File: src/rtl/stwb_pkg.sv
package stwb_pkg;

    // Reason the pending store is written to the array this cycle.
    typedef enum logic [2:0] {
        CM_NONE  = 3'd0,
        CM_STORE = 3'd1,
        CM_MISS  = 3'd2,
        CM_FLUSH = 3'd3,
        CM_IDLE  = 3'd4
    } commit_cause_e;

endpackage

File: src/rtl/stwb_tag_cmp.sv
module stwb_tag_cmp #(
    parameter int TAG_W = 4
) (
    input  logic [TAG_W-1:0] req_tag,
    input  logic [TAG_W-1:0] rd_tag,
    input  logic             rd_valid,
    output logic             hit
);
    always_comb begin
        hit = rd_valid && (rd_tag == req_tag);
    end
endmodule

File: src/rtl/stwb_fwd_merge.sv
module stwb_fwd_merge #(
    parameter int ADDR_W = 8,
    parameter int DATA_W = 32
) (
    input  logic [ADDR_W-1:0]   ld_addr,
    input  logic [DATA_W-1:0]   arr_word,
    input  logic                pend_valid,
    input  logic [ADDR_W-1:0]   pend_addr,
    input  logic [DATA_W-1:0]   pend_data,
    input  logic [DATA_W/8-1:0] pend_be,
    output logic [DATA_W-1:0]   merged
);
    localparam int BE_W = DATA_W / 8;

    logic addr_match;

    always_comb begin
        addr_match = pend_valid && (pend_addr == ld_addr);
    end

    // Per-byte selection: pending byte when enabled and matching, array otherwise.
    for (genvar b = 0; b < BE_W; b++) begin : g_byte
        always_comb begin
            if (addr_match && pend_be[b]) begin
                merged[b*8 +: 8] = pend_data[b*8 +: 8];
            end else begin
                merged[b*8 +: 8] = arr_word[b*8 +: 8];
            end
        end
    end
endmodule

File: src/rtl/stwb_pend_reg.sv
module stwb_pend_reg
    import stwb_pkg::*;
#(
    parameter int ADDR_W     = 8,
    parameter int DATA_W     = 32,
    parameter int IDLE_LIMIT = 6
) (
    input  logic                clk,
    input  logic                rst_n,
    input  logic                capture,
    input  logic                store_arrive,
    input  logic                miss_drain,
    input  logic                flush,
    input  logic [ADDR_W-1:0]   cap_addr,
    input  logic [DATA_W-1:0]   cap_data,
    input  logic [DATA_W/8-1:0] cap_be,
    output logic                pend_valid,
    output logic [ADDR_W-1:0]   pend_addr,
    output logic [DATA_W-1:0]   pend_data,
    output logic [DATA_W/8-1:0] pend_be,
    output logic                commit
);
    localparam int BE_W  = DATA_W / 8;
    localparam int CNT_W = $clog2(IDLE_LIMIT + 1);

    typedef struct packed {
        logic              valid;
        logic [ADDR_W-1:0] addr;
        logic [DATA_W-1:0] data;
        logic [BE_W-1:0]   be;
        logic [CNT_W-1:0]  idle;
    } pend_t;

    pend_t         st_d, st_q;
    commit_cause_e cause;

    always_comb begin
        cause = CM_NONE;
        if (st_q.valid) begin
            if (miss_drain) begin
                cause = CM_MISS;
            end else if (store_arrive) begin
                cause = CM_STORE;
            end else if (flush) begin
                cause = CM_FLUSH;
            end else if (st_q.idle == CNT_W'(IDLE_LIMIT - 1)) begin
                cause = CM_IDLE;
            end
        end
        commit = (cause != CM_NONE);

        st_d = st_q;
        if (capture) begin
            st_d.valid = 1'b1;
            st_d.addr  = cap_addr;
            st_d.data  = cap_data;
            st_d.be    = cap_be;
            st_d.idle  = '0;
        end else if (commit) begin
            st_d.valid = 1'b0;
            st_d.idle  = '0;
        end else if (st_q.valid) begin
            st_d.idle  = st_q.idle + CNT_W'(1);
        end
    end

    always_ff @(posedge clk) begin
        if (!rst_n) begin
            st_q <= '0;
        end else begin
            st_q <= st_d;
        end
    end

    assign pend_valid = st_q.valid;
    assign pend_addr  = st_q.addr;
    assign pend_data  = st_q.data;
    assign pend_be    = st_q.be;

    a_r9_idle_bound: assert property (@(posedge clk) disable iff (!rst_n)
        st_q.valid |-> (st_q.idle < CNT_W'(IDLE_LIMIT)));

    a_r9_idle_empties: assert property (@(posedge clk) disable iff (!rst_n)
        (st_q.valid && !capture && st_q.idle == CNT_W'(IDLE_LIMIT - 1)) |=> !st_q.valid);

    a_r2_capture_held: assert property (@(posedge clk) disable iff (!rst_n)
        capture |=> (st_q.valid && st_q.addr == $past(cap_addr)
                     && st_q.data == $past(cap_data) && st_q.be == $past(cap_be)));

    a_r6_hold_stable: assert property (@(posedge clk) disable iff (!rst_n)
        (!capture && !commit) |=> ($stable(st_q.addr) && $stable(st_q.data)
                                   && $stable(st_q.be) && $stable(st_q.valid)));

    a_r10_flush_empties: assert property (@(posedge clk) disable iff (!rst_n)
        (flush && !capture) |=> !st_q.valid);
endmodule

File: src/rtl/stwb_pipe.sv
module stwb_pipe #(
    parameter int ADDR_W     = 8,
    parameter int IDX_W      = 4,
    parameter int DATA_W     = 32,
    parameter int IDLE_LIMIT = 6
) (
    input  logic                     clk,
    input  logic                     rst_n,
    input  logic                     req_valid,
    input  logic                     req_store,
    input  logic [ADDR_W-1:0]        req_addr,
    input  logic [DATA_W-1:0]        req_wdata,
    input  logic [DATA_W/8-1:0]      req_be,
    input  logic                     flush_req,
    output logic [DATA_W-1:0]        ld_data,
    output logic                     rsp_hit,
    output logic                     rsp_miss,
    output logic                     stall,
    output logic [IDX_W-1:0]         tag_idx,
    input  logic [ADDR_W-IDX_W-1:0]  tag_rd_tag,
    input  logic                     tag_rd_valid,
    output logic [IDX_W-1:0]         arr_raddr,
    input  logic [DATA_W-1:0]        arr_rdata,
    output logic                     arr_we,
    output logic [IDX_W-1:0]         arr_waddr,
    output logic [DATA_W-1:0]        arr_wdata,
    output logic [DATA_W/8-1:0]      arr_wbe
);
    localparam int TAG_W = ADDR_W - IDX_W;
    localparam int BE_W  = DATA_W / 8;

    logic [TAG_W-1:0]  req_tag;
    logic [IDX_W-1:0]  req_idx;
    logic              lookup_hit;
    logic              store_arrive;
    logic              capture;
    logic              miss_drain;
    logic              load_hit;
    logic              pend_valid;
    logic [ADDR_W-1:0] pend_addr;
    logic [DATA_W-1:0] pend_data;
    logic [BE_W-1:0]   pend_be;
    logic [DATA_W-1:0] merged;
    logic              commit;

    always_comb begin
        req_tag      = req_addr[ADDR_W-1:IDX_W];
        req_idx      = req_addr[IDX_W-1:0];
        store_arrive = req_valid && req_store;
        capture      = store_arrive && lookup_hit;
        miss_drain   = req_valid && !lookup_hit;
        load_hit     = req_valid && !req_store && lookup_hit;
    end

    stwb_tag_cmp #(.TAG_W(TAG_W)) u_tag_cmp (
        .req_tag  (req_tag),
        .rd_tag   (tag_rd_tag),
        .rd_valid (tag_rd_valid),
        .hit      (lookup_hit)
    );

    stwb_pend_reg #(
        .ADDR_W     (ADDR_W),
        .DATA_W     (DATA_W),
        .IDLE_LIMIT (IDLE_LIMIT)
    ) u_pend (
        .clk          (clk),
        .rst_n        (rst_n),
        .capture      (capture),
        .store_arrive (store_arrive),
        .miss_drain   (miss_drain),
        .flush        (flush_req),
        .cap_addr     (req_addr),
        .cap_data     (req_wdata),
        .cap_be       (req_be),
        .pend_valid   (pend_valid),
        .pend_addr    (pend_addr),
        .pend_data    (pend_data),
        .pend_be      (pend_be),
        .commit       (commit)
    );

    stwb_fwd_merge #(.ADDR_W(ADDR_W), .DATA_W(DATA_W)) u_merge (
        .ld_addr    (req_addr),
        .arr_word   (arr_rdata),
        .pend_valid (pend_valid),
        .pend_addr  (pend_addr),
        .pend_data  (pend_data),
        .pend_be    (pend_be),
        .merged     (merged)
    );

    always_comb begin
        tag_idx   = req_idx;
        arr_raddr = req_idx;
        rsp_hit   = req_valid && lookup_hit;
        rsp_miss  = miss_drain;
        stall     = miss_drain;
        ld_data   = load_hit ? merged : '0;
        arr_we    = commit;
        arr_waddr = pend_addr[IDX_W-1:0];
        arr_wdata = pend_data;
        arr_wbe   = pend_be;
    end

    a_r3_store_commits: assert property (@(posedge clk) disable iff (!rst_n)
        (req_valid && req_store && pend_valid) |-> arr_we);

    a_r7_miss_drops: assert property (@(posedge clk) disable iff (!rst_n)
        (req_valid && req_store && !lookup_hit) |=> !pend_valid);

    a_r8_load_miss_drains: assert property (@(posedge clk) disable iff (!rst_n)
        (req_valid && !req_store && !lookup_hit) |=> !pend_valid);

    for (genvar b = 0; b < BE_W; b++) begin : g_fwd_chk
        a_r4_fwd_byte: assert property (@(posedge clk) disable iff (!rst_n)
            (load_hit && pend_valid && pend_addr == req_addr && pend_be[b])
            |-> (ld_data[b*8 +: 8] == pend_data[b*8 +: 8]));
        a_r5_array_byte: assert property (@(posedge clk) disable iff (!rst_n)
            (load_hit && !(pend_valid && pend_addr == req_addr && pend_be[b]))
            |-> (ld_data[b*8 +: 8] == arr_rdata[b*8 +: 8]));
    end
endmodule

File: config.mk
export PLATFORM = sky130hd
export DESIGN_NAME = stwb_pipe
export DESIGN_NICKNAME = d
export VERILOG_FILES = /design/src/rtl/stwb_pkg.sv /design/src/rtl/stwb_tag_cmp.sv /design/src/rtl/stwb_fwd_merge.sv /design/src/rtl/stwb_pend_reg.sv /design/src/rtl/stwb_pipe.sv
export SDC_FILE = /design/constraint.sdc
export NUM_CORES = 1
export LEC_CHECK = 0
export BUFFER_PORTS_ARGS = -buffer_cell sky130_fd_sc_hd__buf_2
export CAP_MARGIN = 20
export CORE_ASPECT_RATIO = 1.5
export CORE_MARGIN = 1.5
export CORE_UTILIZATION = 44
export CTS_CLUSTER_SIZE = 20
export DETAILED_ROUTE_END_ITERATION = 8
export PLACE_DENSITY_LB_ADDON = 0.05
export SLEW_MARGIN = 10
export SYNTH_ARGS = -nofsm -noshare
export SYNTH_HDL_FRONTEND = slang
export SYNTH_SLANG_ARGS = --single-unit
File: constraint.sdc
create_clock -name clk -period 2.1 [get_ports clk]
set_input_delay 0.21 -clock clk [delete_from_list [all_inputs] [get_ports clk]]
set_output_delay 0.21 -clock clk [all_outputs]
set_load 0.01 [all_outputs]
* Yosys cells after proc, flatten, opt, wreduce, memory -nomap -nowiden *
Cells that the tools add are included.

storage, ports and cells
  flip-flop bits (word level) = 48
  latch bits = 0
  RAM bits = 0
  memory bits (read-only) = 0
  input bits = 86
  output and inout bits = 84
  logic and storage cells = 39
  memories = 0

cells by class
  add/subtract/negate cells = 1
  multiply operators = 0
  divide/modulo/power cells = 0
  order comparisons = 0
  equal/unequal tests = 3
  shift-type cells = 0
  muxes and demuxes = 12
  bitwise gates (word level) = 1
  reduce and logical (&&, ||, !) cells = 17

operator list
  kind                 number
  $mux 32              1
  $mux 8               4
  $mux 3               5
  $logic_and 1x1->1    12
  $eq 8x8->1           1
  $eq 4x4->1           1
  $add 3x1->3 const B  1
  $eq 3x3->1 const B   1
  $reduce_bool 3->1    1
  $reduce_or 3->1      1
  $logic_not 1->1      2
  $mux 1               2
  $reduce_bool 2->1    1
  $not 1->1            1

* Depth between registers and ports, before layout *
  depth after elaboration = 9
  depth in mapped cells = 7
  depth with buffers taken out = 7

* Cells and area by module *
Synthesis repeated with hierarchy kept, for this count alone.

second synthesis, totals
  cell total of the unflattened synthesis = 330
  area total of the unflattened synthesis = 3372.0 um^2

by module, submodules not included
  module          times used  cells each  area each (um^2)  seq. area each (um^2)
  stwb_pend_reg   1           210         2277.2            960.9
  stwb_fwd_merge  1           57          564.3             0.0
  stwb_pipe       1           54          465.4             0.0
  stwb_tag_cmp    1           9           65.1              0.0

* Least setup slack after synthesis *
Ideal clock, no wire load.

  path kind = flip-flop to output port
  start point = register u_pend.st_q, in the netlist u_pend.pend_addr[0]
  end point = output port ld_data[0]
  arrival = 1.568 ns
  required time = 1.890 ns
  slack = 0.322 ns
  cell stages (with the launch flop) = 6
  buffers on the path = 0
  path through = dfxtp_1 > xor2_1 > nor4_4 > nand4_2 > mux2i_1 > nor2_1

on the way
  word-level cells in the longest chain between the ends = 5

ends and longest elaborated chain
  element                   RTL line              text
  start: declaration        stwb_pend_reg.sv:34   pend_t st_d, st_q;
  start signal: assignment  stwb_pend_reg.sv:71   st_q <= st_d;
  $eq 8x8->1                stwb_fwd_merge.sv:18  addr_match = pend_valid && (pend_addr == ld_addr);
  $logic_and 1x1->1         stwb_fwd_merge.sv:18
  $logic_and 1x1->1         stwb_fwd_merge.sv:24  if (addr_match && pend_be[b]) begin
  $mux 8                    stwb_fwd_merge.sv:24
  $mux 32                   stwb_pipe.sv:99       ld_data = load_hit ? merged : '0;
  end: declaration          stwb_pipe.sv:15       output logic [DATA_W-1:0] ld_data,

Every way passes these cells.

* Worst setup path after layout *
  start point = register u_pend.st_q, in the netlist u_pend.pend_addr[2]
  end point = output port ld_data[20]

Same word-level chain as after synthesis.

==> results.toml <==
[drt]
drc = 0
wirelength_um = 7090
wl_met2_um = 3580
via_count = 2704
drt_iter0_drc = 65
drt_pass1_iterations = 4
wl_per_cell_um = 12.8
wl_met3_um = 451
highest_layer = "met4"
wl_met1_um = 2980
ant_nets = 0
viasPerCell = 4.86

[global_routing]
grt.total_usage_pct = 18.6
grt_pass1_vias = 2243
grt_pass1_wl_um = 10700
grt_overflow_total = 0
grt_max_degree = 35
antenna_found_initial = 0

[critical_path]
startpoint_type = "flop"
arrival_ns = 1.91
cp-end-kind = "primary output"
cp.required_ns = 1.89
critPathMaxFanout = 8
critical_path_class = "flop to primary output"
reg2reg_setup_slack_ns = 0.43

[timing]
period_share_pct = 101
holdWs_ns = 0.141
max_slew_margin_pct = 65.5
postLayoutSetupSlackWorst_ns = -0.0176
fin_worst_skew_ns = 0.00431
final_max_slew_viol_count = 0
setup_tns_ns = -0.0793
period_needed_ns = 2.12
grt_setup_unrepaired = "yes"
worst_slew_pin_slew_ns = 0.518
fmax_mhz = 472
setup_viol = 15
hold_viol = 0

[clock_network]
cts_buffers = 5
htreeDepth = 2
clkLatencyLatePin_ns = 0.30
cts_num_sinks = 48
cts_tree = "done"
cts_hold_buffers = 0
clockBufferDepth = 2
cts_root_buf = "clkbuf_8"
clkTransAtPathRegs_ns = 0.09

[finish]
layout-drive-gt1-share_pct = 42.1
area_growth_pct = 25.2
layout_common_cells = "buf_2 (169), nand2_1 (89), dfxtp_1 (46), a21boi_0 (38)"
nets = 568
nFillCells = 636
utilization_pct = 56.7
layout_commonest_cell = "buf_2"
final_area_sq_um = 3650
insertedDiodeCount = 0

[power]
irDropWorstVdd_mv = 0.276
p_leak_nw = 2.00
p_total_mw = 1.66
powerDensity_nw_per_um2 = 455

[synthesis]
synth_area_leaders = "dfxtp_1 (33%), buf_4 (13%), nand2_1 (11%)"
synth-compound-area-share_pct = 12.6
synth-async-reset-ratio_pct = 0
synth.distinct_cells = 30
yosys_most_used_dff = "dfxtp_1"
synth.cell_area_sq_um = 2910
synth_top_cell_area_share_pct = 33.0
synth-seq-area-share_pct = 33.0
ys_warn_count = 0
synth-simple-area-share_pct = 23.2
synth_top_family_by_area = "simple AND/OR/NAND/NOR gates"
muxShareOfSynthArea_pct = 11.0
yosys.area_share.adder_pct = 0.859
yosysTopAreaCell = "dfxtp_1"
synth_nets = 447
synth_enable_flop_cells = 0
syn_area_per_cell_sq_um = 8.12
synth_cells = 359
ys_ff_latch = 48
synth_xor_area_share_pct = 3.61

[run]
cap_viol_max_count = 0

[die]
num_rows = 36
io_pins = 170
fp.coreArea_sq_um = 6440
die_w_um = 69.4
die_area_sq_um = 7130
initial_core_util_pct = 45.2
fp.dieH_um = 103

[status]
violations = "negative setup slack"
status = "finished, violations left"

[placement]
place.port_buffers = 169
hpwl_um = 5230
gp_congestion = 0.707
dpl_cell_area_sq_um = 3470

[worst_hold_path]
hp-class = "primary input to flop"
==> synthesized netlist by cell type, drive strengths merged, types with 3 or more instances <==
library cell  instances
clkbuf               13
a21oi                 3
dfxtp                48
a21boi               44
nor2                 32
xor2                 10
nand3b                4
buf                  55
mux2i                32
nor2b                 3
and3                  3
nand2b                3
nand4                 4
nand2                89
==> power by group <==
group	total, mW	leakage [nW]	switching, mW	internal (mW)
Sequential	0.918	0.388	0.00385	0.914
Clock	0.522	0.0410	0.295	0.227
Combinational	0.219	1.57	0.103	0.116
==> per-stage QoR <==
stage / cells / setup slack [ns]
after floorplan: 359 / 0.322
after global placement: 545 / 0.0102
after detailed placement: 545 / -0.0327
after CTS: 556 / -0.0341
after global routing: 556 / -0.167
final: 556 / -0.0176
==> what timing repair did <==
action,4_1_cts,5_1_grt
hold endpoints to repair,0,0
setup buffers,4,0
pin swaps,7,4
resized for setup,8,3
setup endpoints to repair,32,33
==> cell type report <==
| class | instances | area, sq um | area share (%) |
|---|---|---|---|
| multi-input combinational | 242 | 1560 | 42.8 |
| sequential | 48 | 963 | 26.4 |
| timing repair buffer | 182 | 947 | 26.0 |
| tap | 76 | 95.1 | 2.61 |
| clock buffer | 6 | 72.6 | 1.99 |
| clock inverter | 1 | 5.00 | 0.137 |
| inverter | 1 | 3.75 | 0.103 |
==> cell families after synthesis <==
logic type | count (synthesis)
XOR/XNOR | 12
multiplexers | 32
buffers and inverters | 69
adder cells (fa/ha/maj) | 2
flip-flops | 48
AND/OR/NAND/NOR | 146
AO/OA/AOI/OAI | 50
==> routing by layer <==
| layer | vias to the layer above | GRT usage, % |
|---|---|---|
| li1 | 1360 | - |
| met1 | 1235 | 22.1 |
| met2 | 102 | 34.0 |
| met3 | 7 | 3.71 |
| met4 | 0 | 5.43 |
| met5 | - | 0 |
==> flip-flops by register name, indices dropped and copies added (netlist names) <==
| register | flops |
|---|---|
| u_pend.pend_data | 32 |
| u_pend.pend_addr | 8 |
| u_pend.pend_be | 4 |
| u_pend.st_q | 3 |
| u_pend.pend_valid | 1 |
==> worst paths after layout <==
| check | startpoint | to | cells after the start |
|---|---|---|---|
| setup / recovery | u_pend.pend_addr[2] | ld_data[20] | 7 |
| hold / removal | req_wdata[3] | u_pend.pend_data[3] | 3 |
| setup reg to reg | u_pend.st_q[1] | u_pend.st_q[2] | 7 |
| hold reg to reg | u_pend.pend_data[30] | u_pend.pend_data[30] | 2 |
==> worst max-delay path, stage by stage (launching register included) <==
cell and delay [ns]:
dfxtp_2 0.34, xor2_2 0.15, nor4_4 0.28, buf_6 0.18, nand4_4 0.23, mux2i_1 0.22, nor2_1 0.05, buf_2 0.15
Power figures use the tool's default switching activity.
